### src/rtl/dma_chreg_pkg.sv
package dma_chreg_pkg;
  localparam logic [12:0] OFF_SDATA = 13'h058;
  localparam logic [12:0] OFF_SBUF  = 13'h05C;
  localparam logic [12:0] OFF_GRP   = 13'h060;
  localparam logic [12:0] OFF_GDOWN = 13'h07C;
  localparam logic [12:0] OFF_CMD   = 13'h080;
  localparam logic [12:0] OFF_CFG   = 13'h084;
  localparam logic [12:0] OFF_STAT  = 13'h088;
  localparam logic [12:0] OFF_MASK  = 13'h08C;
  localparam logic [12:0] OFF_ACK   = 13'h090;
  localparam logic [12:0] OFF_RAW   = 13'h094;
  localparam logic [12:0] OFF_MINT  = 13'h098;
  localparam logic [12:0] OFF_STRM  = 13'h09C;

  localparam logic [9:0] SC_LOAD_DATA = 10'h140;
  localparam logic [9:0] SC_START     = 10'h020;
  localparam logic [9:0] SC_LOAD_CTX  = 10'h200;

  typedef enum logic [2:0] {
    ST_RESET   = 3'd0,
    ST_STOPPED = 3'd2,
    ST_RUNNING = 3'd4
  } chState_e;

  // strobes from control to the register datapath
  typedef struct packed {
    logic        regWr;
    logic [12:0] off;
    logic [31:0] wdata;
    logic        ldData;
    logic        ldCtx;
    logic        setNext;
    logic        start;
  } strobe_t;

  // view of the selected channel returned to control
  typedef struct packed {
    logic        enabled;
    logic        stopped;
    logic        running;
    logic        curEol;
    logic        atEol;
    logic [31:0] savedData;
    logic [31:0] groupDown;
    logic [31:0] readWord;
  } view_t;
endpackage

### src/rtl/dma_chreg_data.sv
module dma_chreg_data
  import dma_chreg_pkg::*;
#(
  parameter int NUM_CH = 4,
  parameter int INTR_W = 4,
  parameter int CH_W   = 2
) (
  input  logic              clk,
  input  logic              rstN,
  input  strobe_t           strb,
  input  logic [CH_W-1:0]   selCh,
  input  logic [NUM_CH-1:0] clientPresent,
  input  logic              evtValid,
  input  logic [CH_W-1:0]   evtCh,
  input  logic [INTR_W-1:0] evtIntr,
  input  logic              evtEol,
  input  logic              fetchEol,
  input  logic [31:0]       fetchNext,
  input  logic [31:0]       fetchBuf,
  output view_t             view,
  output logic [NUM_CH-1:0] irq,
  output logic [NUM_CH-1:0] runOut
);
  localparam int PAD_W = 32 - INTR_W;

  logic [31:0]       savedData [NUM_CH];
  logic [31:0]       savedBuf  [NUM_CH];
  logic [31:0]       groupPtr  [NUM_CH];
  logic [31:0]       groupDown [NUM_CH];
  logic [31:0]       cmdReg    [NUM_CH];
  logic [31:0]       cfgReg    [NUM_CH];
  logic [31:0]       streamReg [NUM_CH];
  logic [INTR_W-1:0] maskReg   [NUM_CH];
  logic [INTR_W-1:0] rawReg    [NUM_CH];
  logic [INTR_W-1:0] ackBits   [NUM_CH];
  chState_e          chState   [NUM_CH];
  logic [NUM_CH-1:0] eolFlag, curEol, wrHit, seqHit, evtHit;

  always_comb begin
    for (int i = 0; i < NUM_CH; i++) begin
      seqHit[i]  = (selCh == CH_W'(i));
      wrHit[i]   = strb.regWr && seqHit[i];
      evtHit[i]  = evtValid && (evtCh == CH_W'(i));
      ackBits[i] = (wrHit[i] && strb.off == OFF_ACK) ? strb.wdata[INTR_W-1:0] : '0;
    end
  end

  always_ff @(posedge clk or negedge rstN) begin
    if (!rstN) begin
      for (int i = 0; i < NUM_CH; i++) begin
        savedData[i] <= '0; savedBuf[i]  <= '0; groupPtr[i]  <= '0;
        groupDown[i] <= '0; cmdReg[i]    <= '0; cfgReg[i]    <= '0;
        streamReg[i] <= '0; maskReg[i]   <= '0; rawReg[i]    <= '0;
        chState[i]   <= ST_RESET;
      end
      eolFlag <= '0;
      curEol  <= '0;
    end else begin
      for (int i = 0; i < NUM_CH; i++) begin
        if (wrHit[i]) begin
          case (strb.off)
            OFF_SDATA: savedData[i] <= strb.wdata;
            OFF_SBUF:  savedBuf[i]  <= strb.wdata;
            OFF_GRP:   groupPtr[i]  <= strb.wdata;
            OFF_GDOWN: groupDown[i] <= strb.wdata;
            OFF_CMD:   cmdReg[i]    <= strb.wdata;
            OFF_CFG:   cfgReg[i]    <= strb.wdata;
            OFF_STRM:  streamReg[i] <= strb.wdata;
            OFF_MASK:  maskReg[i]   <= strb.wdata[INTR_W-1:0];
            default: ;
          endcase
        end
        rawReg[i] <= (rawReg[i] & ~ackBits[i]) | (evtHit[i] ? evtIntr : '0);
        if (seqHit[i] && strb.ldData) begin
          curEol[i]   <= fetchEol;
          savedBuf[i] <= fetchBuf;
        end
        if (seqHit[i] && (strb.setNext || strb.ldCtx)) savedData[i] <= fetchNext;
        if (seqHit[i] && strb.ldCtx) savedBuf[i] <= fetchBuf;
        if (seqHit[i] && strb.start && clientPresent[i]) begin
          eolFlag[i] <= 1'b0;
          chState[i] <= ST_RUNNING;
        end
        if (evtHit[i] && evtEol) eolFlag[i] <= 1'b1;
      end
    end
  end

  always_comb begin
    view.enabled   = cfgReg[selCh][0] && clientPresent[selCh];
    view.stopped   = cfgReg[selCh][1];
    view.running   = (chState[selCh] == ST_RUNNING);
    view.curEol    = curEol[selCh];
    view.atEol     = eolFlag[selCh];
    view.savedData = savedData[selCh];
    view.groupDown = groupDown[selCh];
    case (strb.off)
      OFF_SDATA: view.readWord = savedData[selCh];
      OFF_SBUF:  view.readWord = savedBuf[selCh];
      OFF_GRP:   view.readWord = groupPtr[selCh];
      OFF_GDOWN: view.readWord = groupDown[selCh];
      OFF_CMD:   view.readWord = cmdReg[selCh];
      OFF_CFG:   view.readWord = cfgReg[selCh];
      OFF_STRM:  view.readWord = streamReg[selCh];
      OFF_STAT:  view.readWord = {16'h0, 8'h00, 2'b00, eolFlag[selCh], 2'b00, chState[selCh]};
      OFF_MASK:  view.readWord = {{PAD_W{1'b0}}, maskReg[selCh]};
      OFF_RAW:   view.readWord = {{PAD_W{1'b0}}, rawReg[selCh]};
      OFF_MINT:  view.readWord = {{PAD_W{1'b0}}, rawReg[selCh] & maskReg[selCh]};
      default:   view.readWord = '0;
    endcase
  end

  for (genvar g = 0; g < NUM_CH; g++) begin : gChan
    assign irq[g]    = |(rawReg[g] & maskReg[g]);
    assign runOut[g] = (chState[g] == ST_RUNNING) && !eolFlag[g];


    start_client_chk: assert property (@(posedge clk) disable iff (!rstN)
      $rose(chState[g] == ST_RUNNING) |-> $past(clientPresent[g]));

    start_eol_clear_chk: assert property (@(posedge clk) disable iff (!rstN)
      $rose(chState[g] == ST_RUNNING) |-> !eolFlag[g] || $past(evtHit[g] && evtEol));

    irq_needs_mask_chk: assert property (@(posedge clk) disable iff (!rstN)
      irq[g] |-> (maskReg[g] != '0));

    ack_clears_chk: assert property (@(posedge clk) disable iff (!rstN)
      (ackBits[g] != '0 && !evtHit[g]) |=> ((rawReg[g] & $past(ackBits[g])) == '0));
  end
endmodule

### src/rtl/dma_chreg_ctrl.sv
module dma_chreg_ctrl
  import dma_chreg_pkg::*;
#(
  parameter int NUM_CH = 4,
  parameter int CH_W   = 2,
  parameter int BUS_AW = 16
) (
  input  logic              clk,
  input  logic              rstN,
  input  logic              busValid,
  input  logic              busWrite,
  input  logic [1:0]        busSize,
  input  logic [BUS_AW-1:0] busAddr,
  input  logic [31:0]       busWdata,
  output logic              busReady,
  output logic [31:0]       busRdata,
  output logic              busErr,
  output logic              fetchReq,
  output logic              fetchKind,
  output logic [31:0]       fetchAddr,
  input  logic              fetchAck,
  input  logic              fetchEol,
  input  view_t             view,
  output strobe_t           strb,
  output logic [CH_W-1:0]   selCh
);
  localparam int IDX_W = BUS_AW - 13;

  typedef enum logic [2:0] {SQ_IDLE, SQ_DLOAD, SQ_CONT1, SQ_CONT2, SQ_CLOAD} seq_e;

  seq_e             seq;
  logic [CH_W-1:0]  seqCh;
  logic             pendStart, pendCtx;
  logic [IDX_W-1:0] busIdx;
  logic             chOk, wordOk, accept, wrAcc, contGate;

  assign busIdx   = busAddr[BUS_AW-1:13];
  assign chOk     = (32'(busIdx) < NUM_CH);
  assign wordOk   = (busSize == 2'b10);
  assign busReady = (seq == SQ_IDLE);
  assign accept   = busValid && busReady;
  assign wrAcc    = accept && busWrite && wordOk && chOk;
  assign selCh    = (seq == SQ_IDLE) ? busIdx[CH_W-1:0] : seqCh;
  assign contGate = view.enabled && !view.stopped && view.running && view.curEol;

  assign fetchReq  = (seq != SQ_IDLE);
  assign fetchKind = (seq == SQ_CLOAD);
  assign fetchAddr = (seq == SQ_CLOAD) ? view.groupDown : view.savedData;

  always_comb begin
    strb       = '0;
    strb.off   = busAddr[12:0];
    strb.wdata = busWdata;
    strb.regWr = wrAcc;
    if (fetchAck) begin
      case (seq)
        SQ_DLOAD: begin strb.ldData = 1'b1; strb.start = pendStart; end
        SQ_CONT1: begin strb.ldData = 1'b1; strb.setNext = !fetchEol && view.atEol; end
        SQ_CONT2: begin strb.ldData = 1'b1; strb.start = 1'b1; end
        SQ_CLOAD: strb.ldCtx = 1'b1;
        default: ;
      endcase
    end
  end

  always_ff @(posedge clk or negedge rstN) begin
    if (!rstN) begin
      seq       <= SQ_IDLE;
      seqCh     <= '0;
      pendStart <= 1'b0;
      pendCtx   <= 1'b0;
    end else begin
      case (seq)
        SQ_IDLE: if (wrAcc) begin
          seqCh <= busIdx[CH_W-1:0];
          if (strb.off == OFF_CMD && contGate) seq <= SQ_CONT1;
          else if (strb.off == OFF_STRM) begin
            pendStart <= |(busWdata[9:0] & SC_START);
            pendCtx   <= |(busWdata[9:0] & SC_LOAD_CTX);
            if (|(busWdata[9:0] & SC_LOAD_DATA))     seq <= SQ_DLOAD;
            else if (|(busWdata[9:0] & SC_LOAD_CTX)) seq <= SQ_CLOAD;
          end
        end
        SQ_DLOAD: if (fetchAck) seq <= pendCtx ? SQ_CLOAD : SQ_IDLE;
        SQ_CONT1: if (fetchAck) seq <= (!fetchEol && view.atEol) ? SQ_CONT2 : SQ_IDLE;
        SQ_CONT2: if (fetchAck) seq <= SQ_IDLE;
        SQ_CLOAD: if (fetchAck) seq <= SQ_IDLE;
        default:  seq <= SQ_IDLE;
      endcase
    end
  end

  always_ff @(posedge clk or negedge rstN) begin
    if (!rstN) begin
      busRdata <= '0;
      busErr   <= 1'b0;
    end else begin
      busErr <= accept && !wordOk;
      if (accept && !busWrite) busRdata <= (wordOk && chOk) ? view.readWord : '0;
    end
  end


  fetch_hold_chk: assert property (@(posedge clk) disable iff (!rstN)
    (fetchReq && !fetchAck) |=> (fetchReq && $stable(fetchAddr) && $stable(fetchKind)));

  size_err_chk: assert property (@(posedge clk) disable iff (!rstN)
    (busValid && busReady && busSize != 2'b10) |=> busErr);

  busy_no_ready_chk: assert property (@(posedge clk) disable iff (!rstN)
    (wrAcc && strb.off == OFF_STRM && |(busWdata[9:0] & (SC_LOAD_DATA | SC_LOAD_CTX))) |=> !busReady);
endmodule

### src/rtl/dma_chan_regs.sv
module dma_chan_regs
  import dma_chreg_pkg::*;
#(
  parameter int NUM_CH = 4,
  parameter int INTR_W = 4,
  parameter int BUS_AW = 16,
  localparam int CH_W  = (NUM_CH > 1) ? $clog2(NUM_CH) : 1
) (
  input  logic              clk,
  input  logic              rstN,
  input  logic              busValid,
  input  logic              busWrite,
  input  logic [1:0]        busSize,
  input  logic [BUS_AW-1:0] busAddr,
  input  logic [31:0]       busWdata,
  output logic              busReady,
  output logic [31:0]       busRdata,
  output logic              busErr,
  input  logic [NUM_CH-1:0] clientPresent,
  input  logic              evtValid,
  input  logic [CH_W-1:0]   evtCh,
  input  logic [INTR_W-1:0] evtIntr,
  input  logic              evtEol,
  output logic              fetchReq,
  output logic              fetchKind,
  output logic [31:0]       fetchAddr,
  input  logic              fetchAck,
  input  logic              fetchEol,
  input  logic [31:0]       fetchNext,
  input  logic [31:0]       fetchBuf,
  output logic [NUM_CH-1:0] irq,
  output logic [NUM_CH-1:0] runOut
);
  strobe_t         strb;
  view_t           view;
  logic [CH_W-1:0] selCh;

  dma_chreg_ctrl #(.NUM_CH(NUM_CH), .CH_W(CH_W), .BUS_AW(BUS_AW)) uCtrl (
    .clk(clk), .rstN(rstN),
    .busValid(busValid), .busWrite(busWrite), .busSize(busSize),
    .busAddr(busAddr), .busWdata(busWdata),
    .busReady(busReady), .busRdata(busRdata), .busErr(busErr),
    .fetchReq(fetchReq), .fetchKind(fetchKind), .fetchAddr(fetchAddr),
    .fetchAck(fetchAck), .fetchEol(fetchEol),
    .view(view), .strb(strb), .selCh(selCh)
  );

  dma_chreg_data #(.NUM_CH(NUM_CH), .INTR_W(INTR_W), .CH_W(CH_W)) uData (
    .clk(clk), .rstN(rstN), .strb(strb), .selCh(selCh),
    .clientPresent(clientPresent),
    .evtValid(evtValid), .evtCh(evtCh), .evtIntr(evtIntr), .evtEol(evtEol),
    .fetchEol(fetchEol), .fetchNext(fetchNext), .fetchBuf(fetchBuf),
    .view(view), .irq(irq), .runOut(runOut)
  );
endmodule

### config.mk
export PLATFORM = sky130hd
export DESIGN_NAME = dma_chan_regs
export DESIGN_NICKNAME = d
export VERILOG_FILES = /design/src/rtl/dma_chreg_pkg.sv /design/src/rtl/dma_chreg_data.sv /design/src/rtl/dma_chreg_ctrl.sv /design/src/rtl/dma_chan_regs.sv
export SDC_FILE = /design/constraint.sdc
export NUM_CORES = 2
export LEC_CHECK = 0
export BUFFER_PORTS_ARGS = -buffer_cell sky130_fd_sc_hd__buf_4
export CAP_MARGIN = 5
export CORE_UTILIZATION = 62
export CTS_CLUSTER_DIAMETER = 80
export DETAILED_ROUTE_END_ITERATION = 16
export GPL_TIMING_DRIVEN = 0
export HOLD_SLACK_MARGIN = 0.05
export PLACE_DENSITY = 0.87
export SETUP_SLACK_MARGIN = 0.1
export SLEW_MARGIN = 5
export SYNTH_ARGS = -nofsm -noshare
export SYNTH_HDL_FRONTEND = slang
export SYNTH_SLANG_ARGS = --single-unit
### constraint.sdc
create_clock -name clk -period 4.2 [get_ports clk]
set_clock_uncertainty 0.2 [all_clocks]
set_input_delay 0.42 -clock clk [delete_from_list [all_inputs] [get_ports clk]]
set_output_delay 0.42 -clock clk [all_outputs]
set_load 0.01 [all_outputs]
==> flow_summary.ini <==
[die]
start_util_pct = 62.8
pin_count = 208
rows = 101
dieArea_mm2 = 0.0780
die_h_um = 279
core_mm2 = 0.0759
die_width_um = 279

[hold_path]
min_path_type = primary input to flop

[global_route]
antenna_found_initial = 15
grt_pass1_wl_um = 295000
grt-ovfl-total = 0
grt_use_total_pct = 53.9
grt_pass1_vias = 41200
grt_max_degree = 161

[routing]
drt_iter0_markers = 7788
drtPass1Iterations = 9
drcViolationCount = 0
viasPerCell = 7.62
wl_um = 211000
ant_nets = 0
vias = 42500
wire_per_inst_um = 37.9

[synth]
synth_area_mm2 = 0.0477
synthMostInstantiatedCell = dfrtp_1
syn_area_per_cell_um2 = 11.9
yosys-top-cells-area = dfrtp_1 (51%), mux2_2 (14%), mux4_2 (7.2%), nand2_1 (3.9%), nor2_1 (2.1%)
yosysUniqueCellTypes = 79
synthTopCellsByCount = dfrtp_1 (980), mux2_2 (601), nand2_1 (498)
netlist_instances = 4021
synth_edf_count = 0
dominantRegCellSynth = dfrtp_1
syn_nets = 4153
synthArstFlopShare_pct = 100
yosysSeqAreaShare_pct = 51.4
ys_seq_elements = 980
synth_warnings = 0
synth_top_area_share_pct = 51.4
synth_area_leader_cell = dfrtp_1

[sta]
timing.final.crit_share_pct = 103
whs_ns = 0.0559
max_clock_freq_mhz = 230
finalCriticalPeriod_ns = 4.34
hold_violations = 0
tightest_slew_ns = 1.56
setup_viol = 6
timing.slew.headroom_pct = -4.10
rsz0062_at_grt = yes
slew_violations = 11
setup_tns_ns = -0.239
fin_ws_ns = -0.142

[place]
dp_hpwl_um = 143000
placed_cells = 5237
port_buffers = 177
globalplace.congestion = 1.08

[critical_path]
cp-startpoint = uCtrl.seq[2]
rr_worst_depth = 7
critPathKind = flop to flop
crit_fanout = 19
path_buf_inv = 2
cp.required_ns = 4.53
cp-start-kind = flop
cp_top_family = compound AO/OA/AOI/OAI gates
path_cells = or4b_1 > nand2_4 > buf_4 > buf_2 > a311oi_1 > a2111oi_1 > a21oi_1
r2r_end = uCtrl.busRdata[18]
critical_path.max_stage_delay_ns = 0.97
regToRegStartpoint = uCtrl.seq[2]
slowest_stage = a2111oi_1
cp.depth = 7
cp-end-kind = flop
reg2reg_slack_ns = -0.14
arrival_ns = 4.67
setup.worst_path.end = uCtrl.busRdata[18]

[layout]
area_growth_pct = 18.2
nets = 4576
layout.cells.non_filler = 5573
drive_gt1_share_pct = 31.7

[power_and_ir_drop]
total_power_uw = 35300
power.leakage_uw = 0.0265
irDropWorstVdd_v = 0.000576
power_density_mw_per_mm2 = 627

[cts]
clk_latency_ns = 0.69
clock_path_buffers = 3
cts_root_buf = clkbuf_16
cts_made_buffers = 100
cts_tree = built
path_clk_slew_ns = 0.07
cts_sinks = 980
h-tree-depth = 3

[run_status]
status = complete, but fails checks
violations = capacitance limit, slew limit, setup timing

[job]
drv_cap = 1
cell usage in the layout, fill, tap and decap left out, types with 16 or more instances in the layout:
master and instances:
buf_6 22, mux2i_1 37, nand3_1 60, mux2_1 86, a2111oi_0 19, dlygate4sd3_1 86, clkbuf_1 193, a211oi_2 19
dfrtp_1 979, a21oi_1 102, nand2_1 494, clkbuf_2 16, a22oi_1 119, clkinv_2 23, a311o_1 22, a311oi_1 19
clkbuf_8 20, buf_4 266, diode_2 17, nor2_1 257, and3_1 65, a31oi_1 67, a22o_1 58, mux2_2 596
o22ai_1 70, a221oi_1 37, a211oi_1 48, buf_1 52, mux4_2 153, buf_2 53, o21ai_0 79, clkbuf_16 102
where the power goes:
part	total, µW	internal (µW)	switching (µW)	leakage (µW)
Sequential	11500	10600	888	0.0131
Clock	9260	5160	4100	0.00164
Combinational	14500	4880	9650	0.0117
Total	35300	20700	14600	0.0265
tightest hold or removal path: stages:
cell and delay [ns]:
clkbuf_1 0.25, nand2_1 0.12, a22o_1 0.11
sequential cells by signal, indices dropped and copies added (netlist names), 2 cells and up:
| name | flops |
|---|---|
| uCtrl.seqCh | 2 |
| uData.eolFlag | 4 |
| uData.cmdReg | 128 |
| uData.groupDown | 128 |
| uData.curEol | 4 |
| uData.streamReg | 128 |
| uData.chState | 4 |
| uData.savedData | 128 |
| uData.savedBuf | 128 |
| uCtrl.busRdata | 32 |
| uData.rawReg | 16 |
| uData.groupPtr | 128 |
| uData.maskReg | 16 |
| uCtrl.seq | 3 |
| uData.cfgReg | 128 |
what timing repair did:
item / in CTS / in global routing
pin swaps: 9 / 14
hold buffers: 86 / 0
gates cloned: 0 / 1
setup endpoints to repair: 495 / 519
gates resized for setup: 232 / 86
buffers inserted: 30 / 20
endpoints found under the hold margin: 406 / 0
layer usage:
metal	track usage, %	wire [µm]	vias up
met1	64.2	67200	20700
met5	0.563	361	-
met3	24.4	34600	1470
met4	47.1	23900	26
li1	-	-	15700
met2	73.7	85400	4541
cell families after synthesis:
group / after synthesis / share of synthesized area, %
AOI/OAI and AO/OA: 771 / 11.4
and+or+nand+nor: 990 / 9.12
buffers and inverters: 399 / 3.68
DFF: 980 / 51.4
muxes: 881 / 24.3
worst min path at each step:
stage	start	depth (start not counted)	end
final	busWdata[1]	3	uData.rawReg[13]
after global routing	fetchAck	4	uData.chState[2]
after CTS	busWdata[1]	3	uData.rawReg[13]
after detailed placement	rstN	1	uData.savedData[94]
after global placement	uData.savedBuf[52]	2	uData.savedBuf[52]
after floorplan	rstN	0	uCtrl.busErr
through the flow:
stage / cell area, µm² / util (%) / setup WS [ns]
final: 56400 / 74.2 / -0.142
after floorplan: 47700 / - / 1.09
after CTS: 55800 / 73.5 / 0.0734
after global routing: 56300 / 74.2 / 0.0343
after global placement: 50300 / 66.2 / -9.01
after detailed placement: 50500 / 66.5 / -0.965
final cells by class:
cell class | count | area, µm²
fillers | 4821 | 19600
diodes | 17 | 42.5
clock buffers | 141 | 2830
inverters | 6 | 22.5
repair buffers | 323 | 2860
plain buffers | 391 | 2230
flip-flops and latches | 980 | 24500
multi-input cells | 2642 | 22000
well taps | 1030 | 1290
clock inverters | 43 | 533
No activity file was read; power rests on OpenSTA's default activity.
